--- config.mk ---
export PLATFORM = sky130hd
export DESIGN_NAME = pcm_voice_port
export DESIGN_NICKNAME = d
export VERILOG_FILES = /design/src/rtl/pcm_port_pkg.sv /design/src/rtl/pcm_compress.sv /design/src/rtl/pcm_expand.sv /design/src/rtl/pcm_port_ctrl.sv /design/src/rtl/pcm_port_datapath.sv /design/src/rtl/pcm_voice_port.sv
export SDC_FILE = /design/constraint.sdc
export NUM_CORES = 1
export LEC_CHECK = 0
export ABC_AREA = 1
export CORE_ASPECT_RATIO = 0.8
export CORE_MARGIN = 5
export CORE_UTILIZATION = 61
export CTS_BUF_LIST = sky130_fd_sc_hd__clkbuf_8
export DETAILED_ROUTE_END_ITERATION = 6
export PLACE_DENSITY_LB_ADDON = 0.1
export SYNTH_ARGS = -nofsm -noshare
export SYNTH_HDL_FRONTEND = slang
export SYNTH_SLANG_ARGS = --single-unit
--- constraint.sdc ---
create_clock -name clk -period 3.5 [get_ports clk]
set_input_delay 0.525 -clock clk [delete_from_list [all_inputs] [get_ports clk]]
set_output_delay 0.525 -clock clk [all_outputs]
set_load 0.02 [all_outputs]
--- src/rtl/pcm_port_pkg.sv ---
package pcm_port_pkg;
  localparam int LIN_W   = 14;
  localparam int CODE_W  = 8;
  localparam int SEG_W   = 3;
  localparam int STEP_W  = 4;
  localparam int MU_BIAS = 33;
  localparam int MU_CLIP = 8158;
  localparam int CNT_W   = $clog2(CODE_W);

  typedef struct packed {
    logic txLoad;
    logic txShift;
    logic rxShift;
    logic rxDone;
  } strobe_t;
endpackage

--- src/rtl/pcm_compress.sv ---
module pcm_compress
  import pcm_port_pkg::*;
(
  input  logic [LIN_W-1:0]  linIn,
  input  logic              aLaw,
  output logic [CODE_W-1:0] codeOut
);
  logic              muNeg;
  logic [LIN_W:0]    muMagW;
  logic [LIN_W-2:0]  muClip;
  logic [LIN_W-2:0]  muBiased;
  logic [SEG_W-1:0]  muSeg;
  logic [STEP_W-1:0] muStep;
  logic [CODE_W-1:0] muCode;

  logic [LIN_W-2:0]  aVal;
  logic              aNeg;
  logic [LIN_W-3:0]  aMag;
  logic [SEG_W-1:0]  aSeg;
  logic [STEP_W-1:0] aStep;
  logic [CODE_W-1:0] aCode;

  // mu-law: biased magnitude, highest-bit segment search
  always_comb begin
    muNeg  = linIn[LIN_W-1];
    muMagW = muNeg ? (~{linIn[LIN_W-1], linIn} + (LIN_W+1)'(1))
                   : {1'b0, linIn};
    muClip = (muMagW > (LIN_W+1)'(MU_CLIP)) ? (LIN_W-1)'(MU_CLIP)
                                            : muMagW[LIN_W-2:0];
    muBiased = muClip + (LIN_W-1)'(MU_BIAS);
    muSeg = '0;
    for (int i = 0; i < 8; i++) begin
      if (muBiased[i+5]) muSeg = SEG_W'(i);
    end
    muStep = STEP_W'(muBiased >> ({1'b0, muSeg} + 4'd1));
    muCode = {1'b0, muSeg, muStep} ^ (muNeg ? 8'h7F : 8'hFF);
  end

  // A-law: 13-bit value, one's complement magnitude for negatives
  always_comb begin
    aVal = linIn[LIN_W-1:1];
    aNeg = aVal[LIN_W-2];
    aMag = aNeg ? ~aVal[LIN_W-3:0] : aVal[LIN_W-3:0];
    aSeg = '0;
    for (int i = 0; i < 7; i++) begin
      if (aMag[i+5]) aSeg = SEG_W'(i + 1);
    end
    aStep = (aSeg == '0) ? aMag[4:1] : STEP_W'(aMag >> aSeg);
    aCode = {1'b0, aSeg, aStep} ^ (aNeg ? 8'h55 : 8'hD5);
  end

  assign codeOut = aLaw ? aCode : muCode;
endmodule

--- src/rtl/pcm_expand.sv ---
module pcm_expand
  import pcm_port_pkg::*;
(
  input  logic [CODE_W-1:0] codeIn,
  input  logic              aLaw,
  output logic [LIN_W-1:0]  linOut
);
  logic [CODE_W-1:0] muX;
  logic [LIN_W-1:0]  muT;
  logic [LIN_W-1:0]  muMag;
  logic [LIN_W-1:0]  muLin;

  logic [CODE_W-1:0] aX;
  logic [LIN_W-2:0]  aBase;
  logic [LIN_W-2:0]  aMag;
  logic [LIN_W-2:0]  aVal;
  logic [LIN_W-1:0]  aLin;

  always_comb begin
    muX   = ~codeIn;
    muT   = ({9'd0, muX[3:0], 1'b0} + LIN_W'(MU_BIAS)) << muX[6:4];
    muMag = muT - LIN_W'(MU_BIAS);
    muLin = muX[7] ? (~muMag + LIN_W'(1)) : muMag;
  end

  always_comb begin
    aX    = codeIn ^ 8'h55;
    aBase = {8'd0, aX[3:0], 1'b1};
    aMag  = (aX[6:4] == 3'd0) ? aBase
                              : ((aBase + (LIN_W-1)'(32)) << (aX[6:4] - 3'd1));
    aVal  = aX[7] ? aMag : (~aMag + (LIN_W-1)'(1));
    aLin  = {aVal, 1'b0};
  end

  assign linOut = aLaw ? aLin : muLin;
endmodule

--- src/rtl/pcm_port_ctrl.sv ---
module pcm_port_ctrl
  import pcm_port_pkg::*;
(
  input  logic    clk,
  input  logic    rst_n,
  input  logic    bitClk,
  input  logic    txSync,
  input  logic    rxSync,
  input  logic    pwrOn,
  output strobe_t strb,
  output logic    txDrive
);
  localparam logic [CNT_W-1:0] LAST_BIT = CNT_W'(CODE_W - 1);

  logic             bckQ;
  logic             riseEv;
  logic             fallEv;
  logic             txArmed;
  logic             txActive;
  logic [CNT_W-1:0] txCnt;
  logic             rxActive;
  logic [CNT_W-1:0] rxCnt;

  assign riseEv = bitClk & ~bckQ;
  assign fallEv = ~bitClk & bckQ;

  always_ff @(posedge clk) begin
    if (!rst_n) begin
      bckQ     <= 1'b0;
      txArmed  <= 1'b0;
      txActive <= 1'b0;
      txCnt    <= '0;
      rxActive <= 1'b0;
      rxCnt    <= '0;
    end else begin
      bckQ <= bitClk;
      if (!pwrOn) begin
        txArmed  <= 1'b0;
        txActive <= 1'b0;
        txCnt    <= '0;
        rxActive <= 1'b0;
        rxCnt    <= '0;
      end else begin
        if (fallEv && txSync) txArmed <= 1'b1;
        if (riseEv) begin
          if (txArmed) begin
            txArmed  <= 1'b0;
            txActive <= 1'b1;
            txCnt    <= '0;
          end else if (txActive) begin
            if (txCnt == LAST_BIT) txActive <= 1'b0;
            else                   txCnt    <= txCnt + 1'b1;
          end
        end
        if (fallEv) begin
          if (rxSync) begin
            rxActive <= 1'b1;
            rxCnt    <= '0;
          end else if (rxActive) begin
            if (rxCnt == LAST_BIT) rxActive <= 1'b0;
            else                   rxCnt    <= rxCnt + 1'b1;
          end
        end
      end
    end
  end

  always_comb begin
    strb.txLoad  = pwrOn & riseEv & txArmed;
    strb.txShift = pwrOn & riseEv & ~txArmed & txActive & (txCnt != LAST_BIT);
    strb.rxShift = pwrOn & fallEv & ~rxSync & rxActive;
    strb.rxDone  = pwrOn & fallEv & ~rxSync & rxActive & (rxCnt == LAST_BIT);
  end

  assign txDrive = txActive;

  // power-down releases the pad on the next clock
  p_pd_release_r9: assert property (@(posedge clk) disable iff (!rst_n)
    !pwrOn |=> !txDrive);
  // a load starts the drive slot
  p_load_drives_r1: assert property (@(posedge clk) disable iff (!rst_n)
    strb.txLoad |=> txDrive);
  // the edge after the last bit releases the pad unless re-armed
  p_slot_end_r1: assert property (@(posedge clk) disable iff (!rst_n)
    (riseEv && txActive && !txArmed && txCnt == LAST_BIT) |=> !txDrive);
  // a receive sync always restarts the word from bit 0
  p_rx_restart_r7: assert property (@(posedge clk) disable iff (!rst_n)
    (pwrOn && fallEv && rxSync) |=> (rxActive && rxCnt == '0));
endmodule

--- src/rtl/pcm_port_datapath.sv ---
module pcm_port_datapath
  import pcm_port_pkg::*;
(
  input  logic             clk,
  input  logic             rst_n,
  input  strobe_t          strb,
  input  logic [LIN_W-1:0] txSample,
  input  logic             lawSel,
  input  logic             pcmIn,
  output logic             txData,
  output logic [LIN_W-1:0] rxSample,
  output logic             rxValid
);
  logic [CODE_W-1:0] txCode;
  logic [CODE_W-1:0] txShiftReg;
  logic [CODE_W-1:0] rxShiftReg;
  logic [CODE_W-1:0] rxWord;
  logic [LIN_W-1:0]  rxLin;

  pcm_compress u_compress (
    .linIn   (txSample),
    .aLaw    (lawSel),
    .codeOut (txCode)
  );

  assign rxWord = {rxShiftReg[CODE_W-2:0], pcmIn};

  pcm_expand u_expand (
    .codeIn (rxWord),
    .aLaw   (lawSel),
    .linOut (rxLin)
  );

  always_ff @(posedge clk) begin
    if (!rst_n) begin
      txShiftReg <= '0;
      rxShiftReg <= '0;
      rxSample   <= '0;
      rxValid    <= 1'b0;
    end else begin
      if (strb.txLoad)       txShiftReg <= txCode;
      else if (strb.txShift) txShiftReg <= {txShiftReg[CODE_W-2:0], 1'b0};
      if (strb.rxShift)      rxShiftReg <= rxWord;
      if (strb.rxDone)       rxSample   <= rxLin;
      rxValid <= strb.rxDone;
    end
  end

  assign txData = txShiftReg[CODE_W-1];

  // the update strobe is a single-clock pulse
  p_valid_pulse_r4: assert property (@(posedge clk) disable iff (!rst_n)
    rxValid |=> !rxValid);
  // the sample moves only together with the strobe
  p_sample_hold_r4: assert property (@(posedge clk) disable iff (!rst_n)
    !rxValid |-> $stable(rxSample));
  // a zero sample compresses to all ones under mu-law
  p_mu_zero_r2: assert property (@(posedge clk) disable iff (!rst_n)
    (strb.txLoad && !lawSel && txSample == '0) |=> txShiftReg == 8'hFF);
  // a zero sample compresses to the even-inverted positive zero under A-law
  p_a_zero_r3: assert property (@(posedge clk) disable iff (!rst_n)
    (strb.txLoad && lawSel && txSample == '0) |=> txShiftReg == 8'hD5);
endmodule

--- src/rtl/pcm_voice_port.sv ---
module pcm_voice_port
  import pcm_port_pkg::*;
(
  input  logic             clk,
  input  logic             rst_n,
  input  logic             bitClk,
  input  logic             txSync,
  input  logic             rxSync,
  input  logic             lawSel,
  input  logic             pwrOn,
  input  logic [LIN_W-1:0] txSample,
  input  logic             pcmIn,
  output logic             txData,
  output logic             txDrive,
  output logic [LIN_W-1:0] rxSample,
  output logic             rxValid
);
  strobe_t strb;

  pcm_port_ctrl u_ctrl (
    .clk     (clk),
    .rst_n   (rst_n),
    .bitClk  (bitClk),
    .txSync  (txSync),
    .rxSync  (rxSync),
    .pwrOn   (pwrOn),
    .strb    (strb),
    .txDrive (txDrive)
  );

  pcm_port_datapath u_datapath (
    .clk      (clk),
    .rst_n    (rst_n),
    .strb     (strb),
    .txSample (txSample),
    .lawSel   (lawSel),
    .pcmIn    (pcmIn),
    .txData   (txData),
    .rxSample (rxSample),
    .rxValid  (rxValid)
  );

  // no sample update while powered down
  p_pd_no_valid_r9: assert property (@(posedge clk) disable iff (!rst_n)
    !pwrOn |=> !rxValid);
endmodule

==> results of run 1 <==
[worst max-delay path, cell delays in order]
cell and delay, ns:
clkdlybuf4s50_1 0.51, nor2_2 0.16, nand2_2 0.08, nor2_4 0.15
buf_6 0.12, o21ai_1 0.06, nand2_2 0.14, inv_2 0.06
nand2_1 0.07, nor2_1 0.04, nand2_1 0.11, nand3_2 0.12
nor2_4 0.18, nand2_4 0.08, nor2_4 0.12, nand2_2 0.08
nand2_2 0.11, nand2_2 0.08, inv_2 0.08, o21ai_1 0.07
nand2_2 0.17, inv_4 0.07, nand3_1 0.08, nand2_1 0.05
nand2_1 0.06, nand3_1 0.06, a21oi_1 0.14
[logic make-up after synthesis]
group | count (synthesis) | share of synthesized area
AND/OR/NAND/NOR | 376 | 0.384
AO/OA/AOI/OAI | 184 | 0.237
buffers and inverters | 138 | 0.125
flip-flops | 40 | 0.185
adder cells (fa/ha/maj) | 15 | 0.0433
XOR/XNOR | 13 | 0.0263
[final cells by class]
cell class | count | area share
multi-input combinational | 589 | 0.585
sequential | 40 | 0.150
timing repair buffer | 81 | 0.139
inverter | 116 | 0.0821
tap | 87 | 0.0203
clock buffer | 5 | 0.0128
clock inverter | 2 | 0.0112
[repair_timing]
| action | in CTS | in global routing |
|---|---|---|
| resized for setup | 0 | 50 |
| endpoints found under the setup margin | 0 | 13 |
| buffers inserted | 0 | 10 |
| hold buffers | 0 | 0 |
[per-layer routing]
metal / track usage / share of wire / up-vias
met2: 0.429 / 0.43 / 241
met5: 0 / 0 / -
met1: 0.409 / 0.46 / 2393
met3: 0.0525 / 0.093 / 19
li1: - / - / 2657
met4: 0.0529 / 0.013 / 0
[metrics by stage]
step,std cells,power (µW),setup WS [ns]
floorplan,766,717,0.610
global placement,902,826,-0.0777
detailed placement,902,835,-0.184
CTS,909,1280,0.115
global route,920,1390,-0.0685
finish,920,1330,0.176
[where the power goes]
group          internal [µW]  switching (µW)  total (µW)
Sequential               456            1.24         457
Clock                    281             177         458
Combinational            158             255         413
Total                    895             433        1330
[worst paths after layout]
check | startpoint | endpoint | slack, ns | cells past startpoint
max reg2reg | u_datapath.rxShiftReg[3] | u_datapath.rxSample[13] | 0.42 | 14
min | u_datapath.txShiftReg[2] | u_datapath.txShiftReg[2] | 0.48 | 2
max | txSample[5] | u_datapath.txShiftReg[0] | 0.18 | 27
min reg2reg | u_datapath.txShiftReg[2] | u_datapath.txShiftReg[2] | 0.48 | 2
[registers in the layout, summed over array words and instances (netlist names)]
name	cells
u_datapath.rxSample	14
u_ctrl.txDrive	1
u_datapath.txShiftReg	8
u_ctrl.txArmed	1
u_ctrl.rxActive	1
u_datapath.rxValid	1
u_ctrl.rxCnt	3
u_ctrl.bckQ	1
u_ctrl.txCnt	3
u_datapath.rxShiftReg	7
[layout by cell type (no fill, tap or decap), types with 6 or more instances in the layout]
cell type,Yosys,layout
nand2_1,174,161
inv_1,105,103
nor2_1,81,78
o21ai_0,81,78
nand3_1,66,65
a21oi_1,59,57
dfxtp_1,40,39
buf_4,1,38
clkdlybuf4s50_1,0,32
nand2_2,15,26
ha_1,15,14
nor3_1,12,11
a31oi_1,10,10
inv_2,10,10
o22ai_1,8,8
o211ai_1,8,8
xnor2_1,8,8
nor2_2,6,7
dlymetal6s2s_1,0,6
==> results.tsv, run 1 <==
stage	metric	value	unit
status	status	completed	
global_routing	total track usage	0.279	
layout	share of post-route cells with drive strength above 1	0.149	
timing	minimum clock period	3.32	ns
placed_design	count of input and output buffers	38	
floorplanning	Die H	85.4	µm
yosys	Area contributors post-synth	dfxtp_1, nand2_1, o21ai_0, inv_1, nand3_1	
timing	Pins Over Slew Limit	0	
yosys	post-synthesis cell area	4330	µm²
clock_tree	H-tree Lvls	2	
layout	area grow syn2layout	23.8	%
floorplanning	DIE AREA	8890	µm²
layout	multi-input logic area	3140	µm²
yosys	yosys warns	0	
pwr	Cell Pwr Density	248	nW/µm²
clock_tree	clk buf depth	2	
floorplanning	core area	6890	µm²
yosys	commonest register cell after synthesis	dfxtp_1	
timing	Worst Tran Pin Value	0.685	ns
floorplanning	row count	27	
pwr	leakage	0.00265	µW
detailed_routing	via count	5310	
global_routing	vias in the first global route	4677	
worst_setup_path	startpoint types	primary input	
detailed_routing	Post-Route WL	13100	µm
global_routing	grt ovf	0	
placed_design	placed wire-length estimate	10100	µm
timing	Min Hold Slack	0.483	ns
detailed_routing	drt drc	0	
floorplanning	Ports	39	
yosys	EDFF count, synth	0	
clock_tree	Clock Latency Late Sink	0.31	ns
placed_design	routability cong.	0.962	
placed_design	Cell Area, Placed	4980	µm²
floorplanning	Starting Density	0.628	
clock_tree	total CTS buffers	5	
timing	fmax	301	MHz
clock_tree	Clock transition at path regs	0.08	ns
floorplanning	die extent in x	104	µm
timing	final hold violation count	0	
yosys	async set or reset register ratio after synthesis	0	
worst_setup_path	arrival time worst endpoint	3.56	ns
worst_hold_path	hold crit path type	reg2reg	
pwr	Peak VDD IR	0.195	mV
yosys	Yosys top cell by area	dfxtp_1	
timing	Final Skew	0.0152	ns
layout	Sequential Area	802	µm²
clock_tree	root buffer cell	clkbuf_8	
timing	Final setup violation count	0	
timing	ratio of final minimum period to clock period	0.950	
worst_setup_path	WP data required	3.74	ns
detailed_routing	drt first pass iters	5	
yosys	Synth top area share	0.185	
detailed_routing	initial DRC count	484	
yosys	flop and latch count out of synthesis	40	
layout	nets@finish	870	
global_routing	initial antenna violation count	0	
yosys	Synth top cells by count	nand2_1, inv_1, nor2_1, o21ai_0, nand3_1	
yosys	most numerous cell in the Yosys netlist	nand2_1	
detailed_routing	drt wl/cell	14.2	µm
yosys	sequential area share after synthesis	0.185	
layout	Core Util, Final	0.778	
yosys	Mapped Nets	803	
detailed_routing	Vias/cell	5.77	
timing	Fin Setup TNS	0	ns
yosys	Mapped Cells	766	
global_routing	largest net degree at the start of global routing	24	
layout	cell area after layout	5360	µm²
yosys	post-synth cell types	42	
worst_setup_path	kind of critical path	in2reg	
layout	fillers	559	
worst_setup_path	CP max FO	6	
yosys	Syn Area/Cell	5.65	µm²
layout	# diodes	0	
clock_tree	CTS tree	built	
timing	Slew Limit Headroom	0.539	
clock_tree	clk sink count	40	
worst_setup_path	endpoint kind of the worst setup timing path	flip-flop	
run	Max Cap Violations	0	
global_routing	first-pass GRT wire length	21300	µm
detailed_routing	Antenna Nets Post-Route	0	
Power figures use the tool's default switching activity.
==> inputs of run 2 (changes only) <==
CORE_ASPECT_RATIO = 1.25   (was 0.8)
==> run 2 against run 1 <==
Net effect:
- the run now ends with negative setup slack left
- sequential share of layout area increased by 0.31 points
- critical path depth did not move
- clock power shrank 13%
- first-iteration DRC count down 3.7%
- flip-flop and latch count stayed put
- critical path type unchanged
- largest cell class unchanged
==> results.tsv, run 2 (same netlist as run 1, synthesis figures left out) <==
stage	metric	value	unit	change
status	status	complete, but fails checks		was completed
status	failing checks	negative setup slack		
layout	# diodes	0		unchanged
timing	Worst Tran Pin Value	0.627	ns	was 0.685 ns
detailed_routing	drt first pass iters	5		unchanged
global_routing	first-pass GRT wire length	21400	µm	was 21300 µm
worst_setup_path	endpoint kind of the worst setup timing path	flip-flop		unchanged
worst_setup_path	CP Buf/Inv Count	5		unchanged
run	Max Cap Violations	0		unchanged
detailed_routing	drt drc	0		unchanged
worst_setup_path	startpoint types	primary input		unchanged
clock_tree	Clock Latency Late Sink	0.30	ns	was 0.31 ns
global_routing	vias in the first global route	4957		was 4677
worst_setup_path	kind of critical path	in2reg		unchanged
timing	fmax	282	MHz	was 301 MHz
detailed_routing	Antenna Nets Post-Route	0		unchanged
layout	nets@finish	867		was 870
timing	ratio of final minimum period to clock period	1.01		was 0.950
worst_hold_path	hold crit path type	reg2reg		unchanged
pwr	leakage	0.00257	µW	was 0.00265 µW
detailed_routing	drt wl/cell	14.6	µm	was 14.2 µm
worst_setup_path	WP data required	3.74	ns	about the same
clock_tree	clk sink count	40		unchanged
layout	cell area after layout	5250	µm²	was 5360 µm²
floorplanning	row count	34		was 27
clock_tree	clk buf depth	2		unchanged
layout	Largest register FFs	14		unchanged
timing	Final setup violation count	1		was 0
placed_design	count of input and output buffers	38		unchanged
placed_design	routability cong.	0.997		was 0.962
layout	area grow syn2layout	21.3	%	was 23.8%
worst_setup_path	CP max stage delay	0.48	ns	was 0.51 ns
detailed_routing	initial DRC count	466		was 484
worst_setup_path	arrival time worst endpoint	3.79	ns	was 3.56 ns
worst_setup_path	most used cell along the critical path	nand2_1		was nand2_2
floorplanning	Die H	104	µm	was 85.4 µm
timing	final hold violation count	0		unchanged
clock_tree	H-tree Lvls	2		unchanged
floorplanning	Ports	39		unchanged
layout	share of post-route cells with drive strength above 1	0.135		was 0.149
clock_tree	CTS tree	built		unchanged
timing	Pins Over Slew Limit	0		unchanged
clock_tree	hold buffers post-CTS	0		unchanged
layout	most frequent cells in the layout	nand2_1, inv_1, o21ai_0		was nand2_1, inv_1, nor2_1, o21ai_0, nand3_1
layout	fillers	601		was 559
worst_setup_path	CP max stage cell	clkdlybuf4s50_1		unchanged
timing	minimum clock period	3.55	ns	was 3.32 ns
clock_tree	total CTS buffers	5		unchanged
floorplanning	DIE AREA	8890	µm²	unchanged
pwr	total power draw	1270	µW	was 1330 µW
layout	biggest regs	u_datapath.rxSample x14, u_datapath.txShiftReg x8, u_datapath.rxShiftReg x7		unchanged
floorplanning	die extent in x	85.4	µm	was 104 µm
placed_design	Cell Area, Placed	4970	µm²	was 4980 µm²
global_routing	grt ovf	0		unchanged
pwr	Cell Pwr Density	241	nW/µm²	was 248 nW/µm²
global_routing	total track usage	0.287		was 0.279
detailed_routing	Post-Route WL	13500	µm	was 13100 µm
placed_design	placed cells	905		was 902
clock_tree	Clock transition at path regs	0.09	ns	was 0.08 ns
timing	Final WS setup	-0.0523	ns	was 0.176 ns
floorplanning	Starting Density	0.625		was 0.628
layout	Non-Filler Instances	921		was 920
placed_design	placed wire-length estimate	10200	µm	was 10100 µm
layout	Biggest register	u_datapath.rxSample		unchanged
timing	Final Skew	0.00974	ns	was 0.0152 ns
detailed_routing	Vias/cell	5.73		was 5.77
placed_design	Setup WS pre-CTS	-0.221	ns	was -0.184 ns
clock_tree	root buffer cell	clkbuf_8		unchanged
timing	Slew Limit Headroom	0.579		was 0.539
worst_setup_path	CP max FO	7		was 6
detailed_routing	via count	5281		was 5310
global_routing	largest net degree at the start of global routing	28		was 24
worst_setup_path	crit-path leading delay family	simple AND/OR/NAND/NOR gates		unchanged
floorplanning	core area	6930	µm²	was 6890 µm²
pwr	Peak VDD IR	0.234	mV	was 0.195 mV
layout	commonest non-fill, non-tap cell in the layout	nand2_1		unchanged
global_routing	initial antenna violation count	0		unchanged
[run 2: cell count changes in the layout (fill, tap and decap cells not counted), moves of 2 or more]
cell | previous run | this run
nand2_2 | 26 | 19
nand2_1 | 161 | 167
buf_6 | 4 | 0
clkdlybuf4s50_1 | 32 | 36
dlymetal6s2s_1 | 6 | 2
buf_4 | 38 | 41
nor2_2 | 7 | 9
o21ai_1 | 4 | 6
o21ai_2 | 3 | 1
[run 2: metal layers]
metal,vias to the layer above,wire [µm],global-route usage,share of wire
met5,-,0,0,0
met2,210,6890,0.528,0.51
li1,2659,-,-,-
met4,0,872,0.182,0.065
met1,2346,5150,0.306,0.38
met3,66,561,0.0246,0.042
[run 2: repair_timing]
action,in CTS,in global routing
hold endpoints to repair,0,0
gates resized for setup,0,31
buffers inserted,0,8
endpoints found under the setup margin,0,11
[run 2: final cells by class]
cell class / count / area, µm² / area share
clock inverters: 3 / 46.3 / 0.00881
repair buffers: 79 / 693 / 0.132
inverters: 116 / 438 / 0.0834
multi-input cells: 588 / 3090 / 0.589
well taps: 90 / 113 / 0.0214
clock buffers: 5 / 68.8 / 0.0131
flip-flops and latches: 40 / 802 / 0.153
[run 2: path summary, 6_finish.rpt]
path | slack [ns] | depth (start not counted) | to | from
max | -0.05 | 27 | u_datapath.txShiftReg[0] | txSample[1]
min | 0.47 | 2 | u_datapath.txShiftReg[3] | u_datapath.txShiftReg[3]
max reg2reg | 0.37 | 17 | u_datapath.rxSample[13] | u_datapath.rxShiftReg[4]
min reg2reg | 0.47 | 2 | u_datapath.txShiftReg[3] | u_datapath.txShiftReg[3]
[run 2: power breakdown]
part / internal [µW] / leakage (µW) / switching [µW] / total [µW]
registers: 456 / 0.000323 / 1.05 / 457
logic: 152 / 0.00219 / 259 / 411
clock network: 215 / 0.0000548 / 184 / 399
total: 823 / 0.00257 / 443 / 1270
[run 2: metrics by stage]
step / hold WS (ns) / utilization / setup TNS, ns
2_1_floorplan: 0.444 / - / 0
3_3_place_gp: 0.451 / 0.717 / -0.226
3_5_place_dp: 0.464 / 0.717 / -1.05
4_1_cts: 0.476 / 0.734 / 0
5_1_grt: 0.499 / 0.758 / -0.964
6_report: 0.474 / 0.758 / -0.0523
[run 2: tightest hold or removal path, delay by kind of cell, from the launching register on]
family,cells,cell delay (ns)
AOI/OAI and AO/OA,1,0.06
and+or+nand+nor,1,0.06
DFF,1,0.32
